`config.mk`:
```
export PLATFORM = sky130hd
export DESIGN_NAME = pincmd_top
export DESIGN_NICKNAME = d
export VERILOG_FILES = /design/src/rtl/pincmd_pkg.sv /design/src/rtl/pincmd_parser.sv /design/src/rtl/pincmd_bank.sv /design/src/rtl/pincmd_reply.sv /design/src/rtl/pincmd_top.sv
export SDC_FILE = /design/constraint.sdc
export NUM_CORES = 1
export LEC_CHECK = 0
export ABC_AREA = 1
export CAP_MARGIN = 20
export CORE_MARGIN = 4
export CORE_UTILIZATION = 45
export DETAILED_ROUTE_END_ITERATION = 8
export DONT_BUFFER_PORTS = 1
export MAX_ROUTING_LAYER = met4
export PLACE_DENSITY_LB_ADDON = 0.05
export SLEW_MARGIN = 20
export SYNTH_ARGS = -nofsm -noshare
export SYNTH_HDL_FRONTEND = slang
export SYNTH_SLANG_ARGS = --single-unit
```
`constraint.sdc`:
```
create_clock -name clk -period 2.8 [get_ports clk]
set_input_delay 0.56 -clock clk [delete_from_list [all_inputs] [get_ports clk]]
set_output_delay 0.56 -clock clk [all_outputs]
set_load 0.05 [all_outputs]
```
`src/rtl/pincmd_pkg.sv`:
```
package pincmd_pkg;

    localparam int SOCK_PINS      = 40;
    localparam int CONN_PINS      = 16;
    localparam int PIN_CNT        = SOCK_PINS + CONN_PINS;
    localparam int PIN_W          = $clog2(PIN_CNT);
    localparam int PKT_LEN        = 8;
    localparam int PKT_W          = $clog2(PKT_LEN);
    localparam int RPL_LEN        = 16;
    localparam int RPL_W          = $clog2(RPL_LEN);
    localparam int RPL_DATA_OFS   = 8;
    localparam int RPL_DATA_BYTES = (PIN_CNT + 7) / 8;
    localparam int IDX_LEVEL_BYTE = 1;
    localparam int IDX_PIN_BYTE   = 4;

    localparam logic [7:0] OP_CLEAR  = 8'h2D;
    localparam logic [7:0] OP_PULLUP = 8'h31;
    localparam logic [7:0] OP_PULLDN = 8'h32;
    localparam logic [7:0] OP_READ   = 8'h35;
    localparam logic [7:0] OP_DRIVE  = 8'h36;

    typedef enum logic [2:0] {
        K_NONE, K_CLEAR, K_PULLUP, K_PULLDN, K_DRIVE, K_READ
    } cmd_kind_t;

    typedef enum logic [1:0] {PULL_OFF, PULL_UP, PULL_DN} pull_t;

    typedef struct packed {
        cmd_kind_t        kind;
        logic [PIN_W-1:0] pin;
        logic             level;
    } cmd_t;

    typedef logic [PKT_LEN-1:0][7:0] pkt_t;

    // Connector positions 12, 14 and 16 have no I/O behind them.
    function automatic logic is_phantom(int idx);
        return (idx == SOCK_PINS + 11) || (idx == SOCK_PINS + 13) ||
               (idx == SOCK_PINS + 15);
    endfunction

    function automatic logic [PIN_CNT-1:0] phantom_mask();
        logic [PIN_CNT-1:0] m;
        for (int i = 0; i < PIN_CNT; i++) m[i] = is_phantom(i);
        return m;
    endfunction

    function automatic cmd_t decode(pkt_t p);
        cmd_t c;
        c.kind  = K_NONE;
        c.pin   = p[IDX_PIN_BYTE][PIN_W-1:0];
        c.level = p[IDX_LEVEL_BYTE][0];
        case (p[0])
            OP_CLEAR:  c.kind = K_CLEAR;
            OP_PULLUP: c.kind = K_PULLUP;
            OP_PULLDN: c.kind = K_PULLDN;
            OP_READ:   c.kind = K_READ;
            OP_DRIVE:
                if (p[IDX_PIN_BYTE] < 8'(PIN_CNT) && p[IDX_LEVEL_BYTE] < 8'd2)
                    c.kind = K_DRIVE;
            default:   c.kind = K_NONE;
        endcase
        return c;
    endfunction

endpackage

```
`src/rtl/pincmd_parser.sv`:
```
module pincmd_parser
    import pincmd_pkg::*;
(
    input  logic       clk,
    input  logic       rst,
    input  logic       take,
    input  logic [7:0] in_byte,
    output logic       cmd_valid,
    output cmd_t       cmd
);

    logic [PKT_W-1:0] cnt;
    pkt_t             held;
    pkt_t             full;

    always_ff @(posedge clk) begin
        if (rst) begin
            cnt  <= '0;
            held <= '0;
        end else if (take) begin
            held[cnt] <= in_byte;
            cnt       <= cnt + 1'b1;
        end
    end

    always_comb begin
        full            = held;
        full[PKT_LEN-1] = in_byte;
    end

    assign cmd_valid = take && (cnt == PKT_W'(PKT_LEN - 1));
    assign cmd       = decode(full);

    // a completed packet always leaves the parser at a packet boundary
    a_r11_boundary: assert property (@(posedge clk) disable iff (rst)
        cmd_valid |=> cnt == '0);

endmodule

```
`src/rtl/pincmd_bank.sv`:
```
module pincmd_bank
    import pincmd_pkg::*;
(
    input  logic               clk,
    input  logic               rst,
    input  logic               cmd_valid,
    input  cmd_t               cmd,
    input  logic               mark_en,
    input  logic [PIN_CNT-1:0] mark,
    output logic [PIN_CNT-1:0] oe,
    output logic [PIN_CNT-1:0] outv,
    output logic [PIN_CNT-1:0] pu,
    output logic [PIN_CNT-1:0] pd,
    output logic [PIN_CNT-1:0] sup
);

    localparam logic [PIN_CNT-1:0] PHANTOM = phantom_mask();

    logic do_clear;
    assign do_clear = cmd_valid && cmd.kind == K_CLEAR;

    for (genvar i = 0; i < PIN_CNT; i++) begin : g_pin
        if (is_phantom(i)) begin : g_inert
            assign oe[i]   = 1'b0;
            assign outv[i] = 1'b0;
            assign pu[i]   = 1'b0;
            assign pd[i]   = 1'b0;
            assign sup[i]  = 1'b0;
        end else begin : g_live
            logic  oe_q, out_q, sup_q;
            pull_t pull_q;

            always_ff @(posedge clk) begin
                if (rst || do_clear) begin
                    oe_q   <= 1'b0;
                    out_q  <= 1'b0;
                    sup_q  <= 1'b0;
                    pull_q <= PULL_OFF;
                end else begin
                    if (cmd_valid && !sup_q) begin
                        case (cmd.kind)
                            K_PULLUP: begin oe_q <= 1'b0; pull_q <= PULL_UP; end
                            K_PULLDN: begin oe_q <= 1'b0; pull_q <= PULL_DN; end
                            K_DRIVE:
                                if (cmd.pin == PIN_W'(i)) begin
                                    oe_q  <= 1'b1;
                                    out_q <= cmd.level;
                                end
                            default: ;
                        endcase
                    end
                    if (mark_en && mark[i]) begin
                        sup_q <= 1'b1;
                        oe_q  <= 1'b0;
                    end
                end
            end

            assign oe[i]   = oe_q;
            assign outv[i] = out_q;
            assign pu[i]   = pull_q == PULL_UP;
            assign pd[i]   = pull_q == PULL_DN;
            assign sup[i]  = sup_q;
        end
    end

    a_r2_clear_all: assert property (@(posedge clk) disable iff (rst)
        do_clear |=> (oe | outv | pu | pd | sup) == '0);

    a_r4_pull_exclusive: assert property (@(posedge clk) disable iff (rst)
        (pu & pd) == '0);

    a_r8_supply_no_drive: assert property (@(posedge clk) disable iff (rst)
        (oe & sup) == '0);

    a_r5_drive_taken: assert property (@(posedge clk) disable iff (rst)
        (cmd_valid && cmd.kind == K_DRIVE && !sup[cmd.pin] && !PHANTOM[cmd.pin]
         && !(mark_en && mark[cmd.pin]))
        |=> oe[$past(cmd.pin)] && outv[$past(cmd.pin)] == $past(cmd.level));

    a_r3_supply_kept: assert property (@(posedge clk) disable iff (rst)
        (cmd_valid && cmd.kind == K_PULLUP) |=> ((pu | sup) & ~PHANTOM) == ~PHANTOM);

endmodule

```
`src/rtl/pincmd_reply.sv`:
```
module pincmd_reply
    import pincmd_pkg::*;
(
    input  logic               clk,
    input  logic               rst,
    input  logic               start,
    input  logic [PIN_CNT-1:0] level,
    output logic               busy,
    output logic [7:0]         rbyte
);

    localparam logic [PIN_CNT-1:0] PHANTOM = phantom_mask();
    localparam int               SNAP_W  = RPL_DATA_BYTES * 8;

    logic [SNAP_W-1:0] snap;
    logic [RPL_W-1:0]  idx;

    always_ff @(posedge clk) begin
        if (rst) begin
            busy <= 1'b0;
            idx  <= '0;
            snap <= '0;
        end else if (start && !busy) begin
            busy <= 1'b1;
            idx  <= '0;
            snap <= SNAP_W'(level & ~PHANTOM);
        end else if (busy) begin
            if (idx == RPL_W'(RPL_LEN - 1)) busy <= 1'b0;
            idx <= idx + 1'b1;
        end
    end

    always_comb begin
        rbyte = 8'h00;
        if (idx == '0) rbyte = OP_READ;
        for (int k = 0; k < RPL_DATA_BYTES; k++)
            if (idx == RPL_W'(RPL_DATA_OFS + k)) rbyte = snap[k*8 +: 8];
    end

    a_r9_header: assert property (@(posedge clk) disable iff (rst)
        $rose(busy) |-> rbyte == OP_READ);

    a_r9_reply_length: assert property (@(posedge clk) disable iff (rst)
        $fell(busy) |-> $past(idx) == RPL_W'(RPL_LEN - 1));

    a_r6_phantom_reads_zero: assert property (@(posedge clk) disable iff (rst)
        (busy && idx == RPL_W'(RPL_DATA_OFS + RPL_DATA_BYTES - 1))
        |-> (rbyte & PHANTOM[PIN_CNT-1 -: 8]) == 8'h00);

endmodule

```
`src/rtl/pincmd_top.sv`:
```
module pincmd_top
    import pincmd_pkg::*;
(
    input  logic                       clk,
    input  logic                       rst,
    input  logic                       in_valid,
    input  logic [7:0]                 in_byte,
    output logic                       in_ready,
    output logic                       out_valid,
    output logic [7:0]                 out_byte,
    input  logic [PIN_CNT-1:0]         pin_level,
    input  logic                       supply_mark_en,
    input  logic [PIN_CNT-1:0]         supply_mark,
    output logic [PIN_CNT-1:0]         pin_oe,
    output logic [PIN_CNT-1:0]         pin_out,
    output logic [PIN_CNT-1:0]         pin_pu,
    output logic [PIN_CNT-1:0]         pin_pd,
    output logic [PIN_CNT-1:0]         pin_supply
);

    logic take, cmd_valid, busy;
    cmd_t cmd;

    assign in_ready  = !busy;
    assign take      = in_valid && in_ready;
    assign out_valid = busy;

    pincmd_parser u_parser (
        .clk       (clk),
        .rst       (rst),
        .take      (take),
        .in_byte   (in_byte),
        .cmd_valid (cmd_valid),
        .cmd       (cmd)
    );

    pincmd_bank u_bank (
        .clk       (clk),
        .rst       (rst),
        .cmd_valid (cmd_valid),
        .cmd       (cmd),
        .mark_en   (supply_mark_en),
        .mark      (supply_mark),
        .oe        (pin_oe),
        .outv      (pin_out),
        .pu        (pin_pu),
        .pd        (pin_pd),
        .sup       (pin_supply)
    );

    pincmd_reply u_reply (
        .clk   (clk),
        .rst   (rst),
        .start (cmd_valid && cmd.kind == K_READ),
        .level (pin_level),
        .busy  (busy),
        .rbyte (out_byte)
    );

    // a dropped packet touches neither pins nor the reply path
    a_r11_unknown_silent: assert property (@(posedge clk) disable iff (rst)
        (cmd_valid && cmd.kind == K_NONE && !supply_mark_en)
        |=> !out_valid && $stable(pin_oe) && $stable(pin_pu) && $stable(pin_pd)
            && $stable(pin_out) && $stable(pin_supply));

    // reply starts on the cycle right after a read completes
    a_r12_reply_start: assert property (@(posedge clk) disable iff (rst)
        (cmd_valid && cmd.kind == K_READ) |=> out_valid && out_byte == OP_READ);

endmodule

```
Word-level counts from Yosys, hierarchy flattened
Cells that the tools add are included.

operators by class
  reductions and logical operators = 386
  $lt $le $gt $ge = 4
  multiplexer cells = 123
  add/subtract/negate cells = 2
  eq/ne operators = 230

operators by type and width
  operator            count
  $reduce_and 3->1    106
  $eq 6x6->1 const B  21
  $logic_and 1x1->1   113
  $reduce_or 2->1     55
  $eq 2x1->1 const B  53
  $eq 2x2->1 const B  53
  $ne 2x1->1 const B  53
  $pmux 1 s2          53
  $reduce_and 2->1    53
  $eq 6x5->1 const B  16
  $bwmux 64           1
  $mux 8              8
  $mux 1              56
  $logic_not 1->1     54
  $eq 6x4->1 const B  8
  $eq 8x6->1 const B  5
  $eq 4x4->1 const B  8
  $demux 8 s3         1
  $eq 6x3->1 const B  4
  $pmux 3 s5          1
  $eq 6x2->1 const B  2
  $eq 3x3->1 const B  3
  $lt 8x2->1 const B  1
  $lt 8x6->1 const B  1
  14 further kinds    16

word-level totals
  output and inout bits = 290
  input bits = 124
  register bits after elaboration = 390
  logic and storage cells = 969

Depth between registers and ports, before layout
Gate-level depths: netlist of run 1.

  word-level depth = 9
  mapped depth = 12
  gate-level depth less buffers = 12

Hierarchy
A second synthesis of run 1 with hierarchy kept.

unflattened totals
  cell total of the unflattened synthesis = 2467
  area, all modules = 16945.0 µm²

by module, submodules not included
  module         cells an instance  area an instance (µm²)  times used  seq. area each (µm²)
  pincmd_bank    1884               12899.9                 1           5305.1
  pincmd_reply   396                2721.4                  1           1161.1
  pincmd_parser  180                1295.0                  1           540.5
  pincmd_top     7                  28.8                    1           0.0

Worst setup path after synthesis of run 1
OpenSTA, ideal clock, no wires.

  kind = register -> output
  from = reg u_reply.idx[0]
  to = out out_byte[5]
  stages on the path, launching flop included = 10
  setup slack = 0.187 ns
  data arrival time = 2.053 ns
  data required time = 2.240 ns
  path through = dfxtp_1 -> inv_1 -> ha_1 -> nand3_1 -> inv_1 -> nor2_1 -> nand2_1 -> nand3_1 -> o21ai_0 -> a21oi_1

between the ends
  longest elaborated chain between the ends = 9

RTL lines
  item                      RTL line            text
  start: declaration        pincmd_reply.sv:16  logic [RPL_W-1:0] idx;
  start signal: assignment  pincmd_reply.sv:29  idx <= idx + 1'b1;
  $logic_not 4->1           pincmd_reply.sv:35  if (idx == '0) rbyte = OP_READ;
  $mux 6                    pincmd_reply.sv:35
  $mux 8 (6 in a row)       pincmd_reply.sv:37  if (idx == RPL_W'(RPL_DATA_OFS + k)) rbyte = snap[k*8 +: 8];
  $mux 8 *                  pincmd_reply.sv:37
  end: declaration          pincmd_top.sv:10    output logic [7:0] out_byte,

Every way passes the cells marked *; elsewhere a longest branch is shown, timed or not.

Worst setup path after layout of run 1
  from = reg u_reply.idx[1]
  to = out out_byte[5]

The elaborated chain is that of the path after synthesis.

==> metrics.yaml, run 1 <==
floorplanning:
  dieArea_um2: 41100
  die_h_um: 203
  start_util_pct: 45.4
  die_w_um: 203
  ios: 414
  core_region_area_um2: 37600
  row_count: 71
synthesis:
  yosysTopAreaCellShare_pct: 41.0
  ys_seq_elements: 350
  syn_area_um2: 17100
  synth_edf_count: 0
  synth.area.top_cells: "dfxtp_1 41%, nand2_1 15%, a21oi_1 9.9%, buf_4 7.9%, nor2_1 6.4%"
  synth_largest_area_cell: "dfxtp_1"
  async_reset_ff_share_pct: 0
  ys_types: 32
  ys_warn_count: 0
  synth-main-ff-cell: "dfxtp_1"
  yosysSeqAreaShare_pct: 41.0
  synthCells: 2530
  avgSynthCellArea_um2: 6.75
worst_setup_path:
  crit_slowest_cell: "dfxtp_2"
  crit_top_cell: "inv_1"
  crit-reg2reg-launch: "u_reply.busy$_SDFF_PP0_"
  rr_endpoint: "u_bank.g_pin[49].g_live.pull_q[0]$_SDFFE_PP0P_"
  cp.depth: 8
  worstPathArrival_ns: 2.12
  cp-startpoint: "u_reply.idx[1]$_SDFFE_PP0P_"
  critPathLaunchType: "flop"
  required_ns: 2.24
  slowest_delay_ns: 0.36
  cp_top_family: "buffers and inverters"
  crit_type: "reg2out"
  cp_num_buf_inv: 4
  r2r_cells: 10
  ff2ff_setup_slack_ns: 0.60
  cp-endpoint: "out_byte[5]"
  path_cells: "inv_2, ha_2, inv_1, nor2_4, inv_1, o21ai_0, a21oi_1, buf_4"
  critPathCaptureType: "output pin"
  crit_path_max_fanout: 7
cells_and_area:
  final_cell_mix: "672 x nand2_1, 345 x dfxtp_1, 336 x a21oi_1"
  fillers: 3957
  synthToLayoutAreaGrowth_pct: 5.58
  drive_gt1_share_pct: 9.17
  layout_commonest_cell: "nand2_1"
  final_util_pct: 48.0
  num-nets-final: 2526
drt:
  dr.pass1.iters: 6
  post_drt_wl_per_cell_um: 18.4
  drc: 0
  drtIter0Drc: 895
  vias_per_cell: 5.05
  routed_wl_um: 53800
  route.antenna.remaining_nets: 0
  vias: 14800
place:
  place_hpwl_um: 37000
  port_buffers: 0
  globalplace.congestion: 0.843
timing:
  rsz0062_at_grt: "true"
  fmax_ghz: 0.373
  period_share_pct: 95.8
  finalHoldViolCount: 0
  setup_viol: 0
  slew_viol_final: 0
  fin_worst_skew_ns: 0.0120
  finalSetupTns_ns: 0
  slew_headroom_pct: 35.8
  worstMarginPinSlew_ns: 0.960
  min_period_ns: 2.68
cts:
  cts.sinks: 350
  clk_latency_ns: 0.54
  clockRootBuffer: "clkbuf_16"
  cts_hold_buf: 0
  clk_pin_slew_worst_paths_ns: 0.06
  clk_path_buf_depth: 3
  cts_max_level: 2
  cts_tree: "built"
  numCtsBuffers: 40
global_routing:
  grt_overflow: 0
  grtUsageTotal_pct: 25.7
  first_global_vias: 14000
  grt_pass1_wl_um: 81100
  grt_max_degree: 75
  antenna_found_initial: 1
status:
  status: "complete, no violations"
pwr:
  p_per_area_nw_per_um2: 624
  irDropWorstVdd_uv: 585
  leakagePower_uw: 0.00707
flow_run:
  max-cap-violations: 0
min_path:
  hold_path_class: "in2reg"
[repair_timing]
action,in CTS,in global routing
resized for setup,13,19
setup endpoints to repair,8,8
gates cloned,0,0
setup buffers,2,3
pin swaps,1,3
[through the flow]
stage	instances	total power [µW]	worst slack (ns)	area (µm²)	hold slack (ns)
2_1_floorplan	2544	5920	0.187	17100	0.430
3_3_place_gp	2860	5980	0.322	16600	0.441
3_5_place_dp	2860	5990	0.321	16600	0.447
4_1_cts	2928	11400	0.0121	18000	0.0521
5_1_grt	2932	11700	-0.0291	18000	0.0642
6_report	2932	11300	0.119	18000	0.0904
[per-layer routing]
metal	track usage [%]	wire length [µm]	up-vias
met1	33.1	23800	6815
li1	-	-	7440
met4	8.34	1630	0
met3	6.17	4170	101
met5	-	0	-
met2	40.0	24200	443
[how the worst min path moves through the flow]
stage	slack, ns	from	end	depth (start not counted)
floorplan	0.43	u_parser.full[38]$_SDFFE_PP0P_	u_parser.full[38]$_SDFFE_PP0P_	2
global placement	0.44	u_reply.snap[45]$_SDFFE_PP0P_	u_reply.snap[45]$_SDFFE_PP0P_	2
detailed placement	0.45	u_reply.snap[45]$_SDFFE_PP0P_	u_reply.snap[45]$_SDFFE_PP0P_	2
CTS	0.05	rst	u_reply.snap[18]$_SDFFE_PP0P_	1
global route	0.06	rst	u_reply.snap[14]$_SDFFE_PP0P_	1
finish	0.09	rst	u_reply.snap[18]$_SDFFE_PP0P_	1
[cell usage after synthesis, types with 2 or more instances]
master    count
nor2_1      291
nand2_2       2
o21ai_0      38
ha_1          6
dfxtp_1     350
nor2_4       10
buf_6        17
a21oi_1     337
clkbuf_1     26
xor2_1        2
nor3_2        2
a22oi_1       2
nor2_2        9
nand2_1     679
nand2_4       2
buf_4       180
inv_2        13
nand3_1     202
a211oi_1      4
nor3_1        3
buf_2        57
inv_1       287
a211oi_2      2
[kinds of logic (layout without fill, tap and decap cells)]
family | count (synthesis) | count (layout) | share of synthesized area (%)
adders and majority gates | 6 | 6 | 0.440
AOI/OAI and AO/OA | 384 | 384 | 11.5
xor gates and xnor gates | 2 | 2 | 0.103
other | 1 | 16 | 0.0220
buffers and inverters | 584 | 460 | 18.0
and+or+nand+nor | 1203 | 1203 | 28.9
DFF | 350 | 350 | 41.0
[sequential cells by signal, indices dropped and copies added, names as in the netlist]
name and count:
u_bank.g_pin.g_live.oe_q 53, u_bank.g_pin.g_live.out_q 53, u_bank.g_pin.g_live.pull_q 106, u_bank.g_pin.g_live.sup_q 53, u_parser.cmd 7, u_parser.cnt 3, u_parser.full 17, u_reply.busy 1
u_reply.idx 4, u_reply.snap 53
[layout make-up]
cell class                 count  area, µm²  area share [%]
clock buffer                  56       1140            6.34
tap                          511        639            3.55
sequential                   350       7020            38.9
inverter                     301       1140            6.33
antenna                        1       2.50          0.0139
multi-input combinational   1610       7130            39.5
timing repair buffer          93        781            4.33
clock inverter                10        181            1.01
[report_power, final]
part	switching (µW)	internal [µW]	total [µW]
registers	253	5060	5310
logic	441	122	563
clock network	2090	3290	5380
total	2780	8470	11300
Note: power is estimated with default switching activity, not from simulation.
==> inputs of run 2 (changes only) <==
--- a/config.mk
+++ b/config.mk
@@ -7,6 +7,7 @@
 export LEC_CHECK = 0
 export ABC_AREA = 1
 export CAP_MARGIN = 20
+export CORE_ASPECT_RATIO = 0.8
 export CORE_MARGIN = 4
 export CORE_UTILIZATION = 45
 export DETAILED_ROUTE_END_ITERATION = 8
==> run 2 against run 1 <==
Against the previous run:
- clock-buffer cell count rose by 4
- combinational power decreased by 0.9%
- first-iteration DRC count increased by 3.4%
- global-route usage increased by 0.29 points
- routed wire length rose by 1.7%
- register-to-register slack barely moved
- critical path type unchanged
- largest cell class unchanged
- highest routed layer unchanged
==> metrics.yaml, run 2 (synthesis results as in run 1) <==
status:
  status: "complete, no violations"
drt:
  post_drt_wl_per_cell_um: 18.8
  dr.pass1.iters: 5
  drtIter0Drc: 925
  routed_wl_um: 54700
  route.antenna.remaining_nets: 0
  drc: 0
  vias_per_cell: 5.10
  vias: 14800
floorplanning:
  die_h_um: 182
  row_count: 63
  die_w_um: 226
  dieArea_um2: 41100
  ios: 414
  start_util_pct: 45.8
  core_region_area_um2: 37300
timing:
  worstMarginPinSlew_ns: 0.956
  period_share_pct: 96.2
  setup_ws_ns: 0.107
  setup_viol: 0
  fmax_ghz: 0.371
  fin_worst_skew_ns: 0.0114
  holdWs_ns: 0.104
  slew_viol_final: 0
  min_period_ns: 2.69
  finalSetupTns_ns: 0
  slew_headroom_pct: 36.0
  finalHoldViolCount: 0
cells_and_area:
  largest_reg_flops: 106
  fillers: 3877
  multi_input_area_um2: 7150
  num-nets-final: 2525
  final_util_pct: 48.3
  synthToLayoutAreaGrowth_pct: 5.43
  final_cell_mix: "671 x nand2_1, 345 x dfxtp_1, 336 x a21oi_1"
  regMostFlops: "u_bank.g_pin.g_live.pull_q"
  drive_gt1_share_pct: 9.49
  seq_area_um2: 7020
  layout_commonest_cell: "nand2_1"
global_routing:
  antenna_found_initial: 2
  top_usage_layer: "met2"
  grtUsageMet2_pct: 41.0
  grtUsageTotal_pct: 26.0
  met3_usage_pct: 7.57
  grt_pass1_wl_um: 81500
  grt_max_degree: 165
  grt_overflow: 0
  met1_usage_pct: 33.2
  first_global_vias: 13900
worst_setup_path:
  ff2ff_setup_slack_ns: 0.61
  crit-reg2reg-launch: "u_reply.busy$_SDFF_PP0_"
  worstPathArrival_ns: 2.13
  required_ns: 2.24
  crit_path_max_fanout: 8
  crit_type: "reg2out"
  critPathCaptureType: "output pin"
  rr_endpoint: "u_bank.g_pin[14].g_live.pull_q[0]$_SDFFE_PP0P_"
  r2r_cells: 9
  critPathLaunchType: "flop"
place:
  port_buffers: 0
  place_hpwl_um: 38000
  globalplace.congestion: 0.872
  dp_slack_ns: 0.248
cts:
  numCtsBuffers: 38
  clockRootBuffer: "clkbuf_16"
  clk_path_buf_depth: 3
  clk_pin_slew_worst_paths_ns: 0.06
  cts_max_level: 2
  clk_latency_ns: 0.54
  cts_tree: "built"
  cts.sinks: 350
flow_run:
  max-cap-violations: 0
pwr:
  leakagePower_uw: 0.00705
  irDropWorstVdd_uv: 387
  p_per_area_nw_per_um2: 607
  p_total_uw: 10900
min_path:
  whs_endpoint: "u_reply.snap[2]$_SDFFE_PP0P_"
  hold_path_class: "in2reg"
  whs_path_depth: 1
  min_from: "rst"
[run 2: changes by cell type in the layout (fill, tap and decap cells not counted), moves of 2 or more]
cell       previous run  this run
buf_12                6         8
buf_4                85        82
bufinv_16             5         0
clkbuf_8              6        10
clkinv_2              4         7
ha_4                  0         2
inv_2                17        14
inv_4                 3         6
nand2_2               7         9
[run 2: layer usage]
layer	up-vias	routed length [µm]	part of all wire, %
met5	-	0	0
met4	0	1110	2.0
met3	66	4590	8.4
met2	429	24900	45
met1	6915	24200	44
li1	7434	-	-
[run 2: cell type report]
cell class	count	share of cell area, %
clock inverter	9	0.292
multi-input combinational	1610	39.7
antenna	2	0.0278
inverter	301	6.40
clock buffer	60	6.65
sequential	350	39.0
timing repair buffer	94	4.52
tap	487	3.38
[run 2: per-stage QoR]
stage               cell area (µm²)  instances
finish                        18000       2913
floorplan                     17100       2544
detailed placement            16600       2837
CTS                           17900       2908
global placement              16600       2837
global route                  18000       2913
[run 2: how the worst max path moves through the flow]
stage / start / end / slack [ns] / cells past startpoint
2_1_floorplan: u_reply.idx[0]$_SDFFE_PP0P_ / out_byte[5] / 0.19 / 9
3_3_place_gp: u_reply.idx[1]$_SDFFE_PP0P_ / out_byte[0] / 0.31 / 12
3_5_place_dp: u_reply.idx[0]$_SDFFE_PP0P_ / out_byte[0] / 0.25 / 12
4_1_cts: u_reply.idx[0]$_SDFFE_PP0P_ / out_byte[3] / 0.0008 / 9
5_1_grt: u_reply.idx[1]$_SDFFE_PP0P_ / out_byte[5] / -0.01 / 11
6_report: u_reply.idx[1]$_SDFFE_PP0P_ / out_byte[5] / 0.11 / 11
[run 2: what timing repair did]
item,4_1_cts,5_1_grt
hold buffers,0,0
gates resized for setup,12,31
pin swaps,2,5
buffers inserted,2,2
endpoints found under the setup margin,8,8
endpoints found under the hold margin,0,0
cloned,0,1
[run 2: critical path, cell delays in order (launching register included)]
cell	delay, ns
dfxtp_4	0.36
inv_4	0.08
ha_4	0.15
inv_4	0.05
nor2_4	0.17
nand2_1	0.09
nand2_1	0.08
nand2_2	0.06
nand3_1	0.06
o21ai_1	0.06
a21oi_1	0.19
buf_4	0.23
[run 2: where the power goes]
| part | total, µW | internal, µW | switching [µW] |
|---|---|---|---|
| clock network | 5060 | 2940 | 2110 |
| logic | 558 | 120 | 438 |
| registers | 5320 | 5060 | 262 |
==> inputs of run 3 (changes only) <==
--- a/config.mk
+++ b/config.mk
@@ -14,6 +14,7 @@
 export DONT_BUFFER_PORTS = 1
 export MAX_ROUTING_LAYER = met4
 export PLACE_DENSITY_LB_ADDON = 0.05
+export SKIP_CTS_REPAIR_TIMING = 1
 export SLEW_MARGIN = 20
 export SYNTH_ARGS = -nofsm -noshare
 export SYNTH_HDL_FRONTEND = slang
==> constraint.sdc (replaced) <==
create_clock -name clk -period 2.8 [get_ports clk]
set_input_delay 0.56 -clock clk [delete_from_list [all_inputs] [get_ports clk]]
set_output_delay 0.56 -clock clk [all_outputs]
set_load 0.02 [all_outputs]
==> run 3 against run 2 <==
Against the previous run:
- critical path type unchanged
- design area decreased by 2.9%
- flip-flop and latch count did not move
- sequential share of layout area increased by 1.1 points
- via count shrank 1.3%
- power shrank 1.4%
- clock-buffer cell count is the same
- die area unchanged
- worst setup slack got worse by 0.0071 ns
- global-route usage is 0.23 points higher
- largest cell class unchanged
- critical endpoint unchanged
- routed wire length fell by 0.40%
- highest routed layer unchanged
- first-iteration DRC count decreased by 0.11%
==> metrics.yaml, run 3 (synthesis results as in run 1) <==
status:
  status: "complete, no violations"
global_routing:
  grt_overflow: 0
  grt_pass1_wl_um: 81900
  grtUsageTotal_pct: 26.2
  antenna_found_initial: 3
  grt_max_degree: 59
  first_global_vias: 13900
timing:
  slew_viol_final: 0
  setup_viol: 0
  finalSetupTns_ns: 0
  rsz0062_at_grt: "true"
  worstMarginPinSlew_ns: 0.779
  finalHoldViolCount: 0
  period_share_pct: 96.4
  fmax_ghz: 0.370
  setup_ws_ns: 0.0995
  fin_worst_skew_ns: 0.0229
  slew_headroom_pct: 48.1
  min_period_ns: 2.70
cts:
  cts_max_level: 2
  clockRootBuffer: "clkbuf_16"
  cts.sinks: 350
  clk_pin_slew_worst_paths_ns: 0.06
  cts_tree: "built"
  numCtsBuffers: 39
  clk_path_buf_depth: 3
  clk_latency_ns: 0.54
cells_and_area:
  layout.cells.non_filler: 2850
  seq_area_um2: 7010
  final_cell_mix: "675 x nand2_1, 347 x dfxtp_1, 336 x a21oi_1"
  fillers: 3850
  multi_input_area_um2: 7090
  layout_commonest_cell: "nand2_1"
  largest_reg_flops: 106
  stdcell_area_um2: 17500
  final_util_pct: 46.9
  synthToLayoutAreaGrowth_pct: 2.37
  drive_gt1_share_pct: 6.31
  num-nets-final: 2467
  regMostFlops: "u_bank.g_pin.g_live.pull_q"
drt:
  post_drt_wl_per_cell_um: 19.1
  dr.pass1.iters: 7
  vias_per_cell: 5.14
  routed_wl_um: 54500
  drc: 0
  vias: 14700
  route.antenna.remaining_nets: 0
  drtIter0Drc: 924
floorplanning:
  ios: 414
  die_w_um: 226
  start_util_pct: 45.8
  dieArea_um2: 41100
  die_h_um: 182
  core_region_area_um2: 37300
  row_count: 63
worst_setup_path:
  rr_endpoint: "u_bank.g_pin[19].g_live.oe_q$_SDFFE_PP0P_"
  slowest_delay_ns: 0.37
  crit_type: "reg2out"
  worstPathArrival_ns: 2.14
  cp_top_family: "simple AND/OR/NAND/NOR gates"
  cp_num_buf_inv: 3
  crit_path_max_fanout: 8
  cp-startpoint: "u_reply.idx[0]$_SDFFE_PP0P_"
  critPathLaunchType: "flop"
  r2r_cells: 10
  crit-reg2reg-launch: "u_parser.cnt[0]$_SDFFE_PP0P_"
  required_ns: 2.24
  path_cells: "inv_1, ha_1, nand3_1, inv_1, nor2_1, nand2_1, nand3_1, o21ai_0, a21oi_1, buf_4"
  ff2ff_setup_slack_ns: 0.78
  crit_slowest_cell: "dfxtp_2"
  critPathCaptureType: "output pin"
place:
  dp_slack_ns: 0.462
  place_inst: 2783
  globalplace.congestion: 0.881
  port_buffers: 0
  placed_area_um2: 16200
  place_hpwl_um: 38400
pwr:
  leakagePower_uw: 0.00673
  irDropWorstVdd_uv: 372
  p_per_area_nw_per_um2: 617
min_path:
  min_from: "rst"
  whs_path_depth: 1
  whs_endpoint: "u_reply.snap[10]$_SDFFE_PP0P_"
  hold_path_class: "in2reg"
flow_run:
  max-cap-violations: 0
==> run 3: through the flow <==
step / hold slack [ns] / power (µW)
2_1_floorplan: 0.430 / 5770
3_3_place_gp: 0.443 / 5850
3_5_place_dp: 0.446 / 5850
4_1_cts: 0.0587 / 10900
5_1_grt: 0.0713 / 11200
6_report: 0.0837 / 10800
==> run 3: worst max-delay path by stage <==
stage,to,cells after the start
floorplan,out_byte[5],9
global placement,out_byte[1],11
detailed placement,out_byte[1],11
finish,out_byte[5],10
global route,out_byte[5],10
CTS,out_byte[1],11
==> run 3: report_power, final <==
group | switching (µW) | leakage (µW) | internal [µW]
sequential | 144 | 0.00284 | 5060
combinational | 410 | 0.00329 | 127
clock | 2070 | 0.000602 | 2960
total | 2630 | 0.00673 | 8150
==> run 3: layer usage <==
metal | vias to the layer above | share of wire [%] | GRT usage, % | wire (µm)
li1 | 7323 | - | - | -
met1 | 6797 | 42 | 32.2 | 23100
met2 | 447 | 46 | 41.9 | 25100
met3 | 91 | 8.8 | 8.19 | 4800
met4 | 0 | 2.7 | 6.91 | 1480
met5 | - | 0 | - | 0
==> run 3: area by class of cell <==
cell class                      instances  share of cell area, %
Multi-Input combinational cell       1610                   40.6
Sequential cell                       350                   40.1
Tap cell                              487                   3.49
Inverter                              301                   6.51
Antenna cell                            3                 0.0429
Clock buffer                           60                   6.73
Timing Repair Buffer                   35                   2.29
Clock inverter                          4                  0.258
==> run 3: worst register-to-register path, stage by stage, from the launching register on <==
cell      delay, ns
dfxtp_1        0.34
ha_1           0.20
ha_1           0.21
nand2_4        0.10
inv_4          0.05
nand3b_1       0.13
nand2_4        0.08
inv_4          0.32
buf_4          0.31
nand2_1        0.08
a21oi_1        0.11
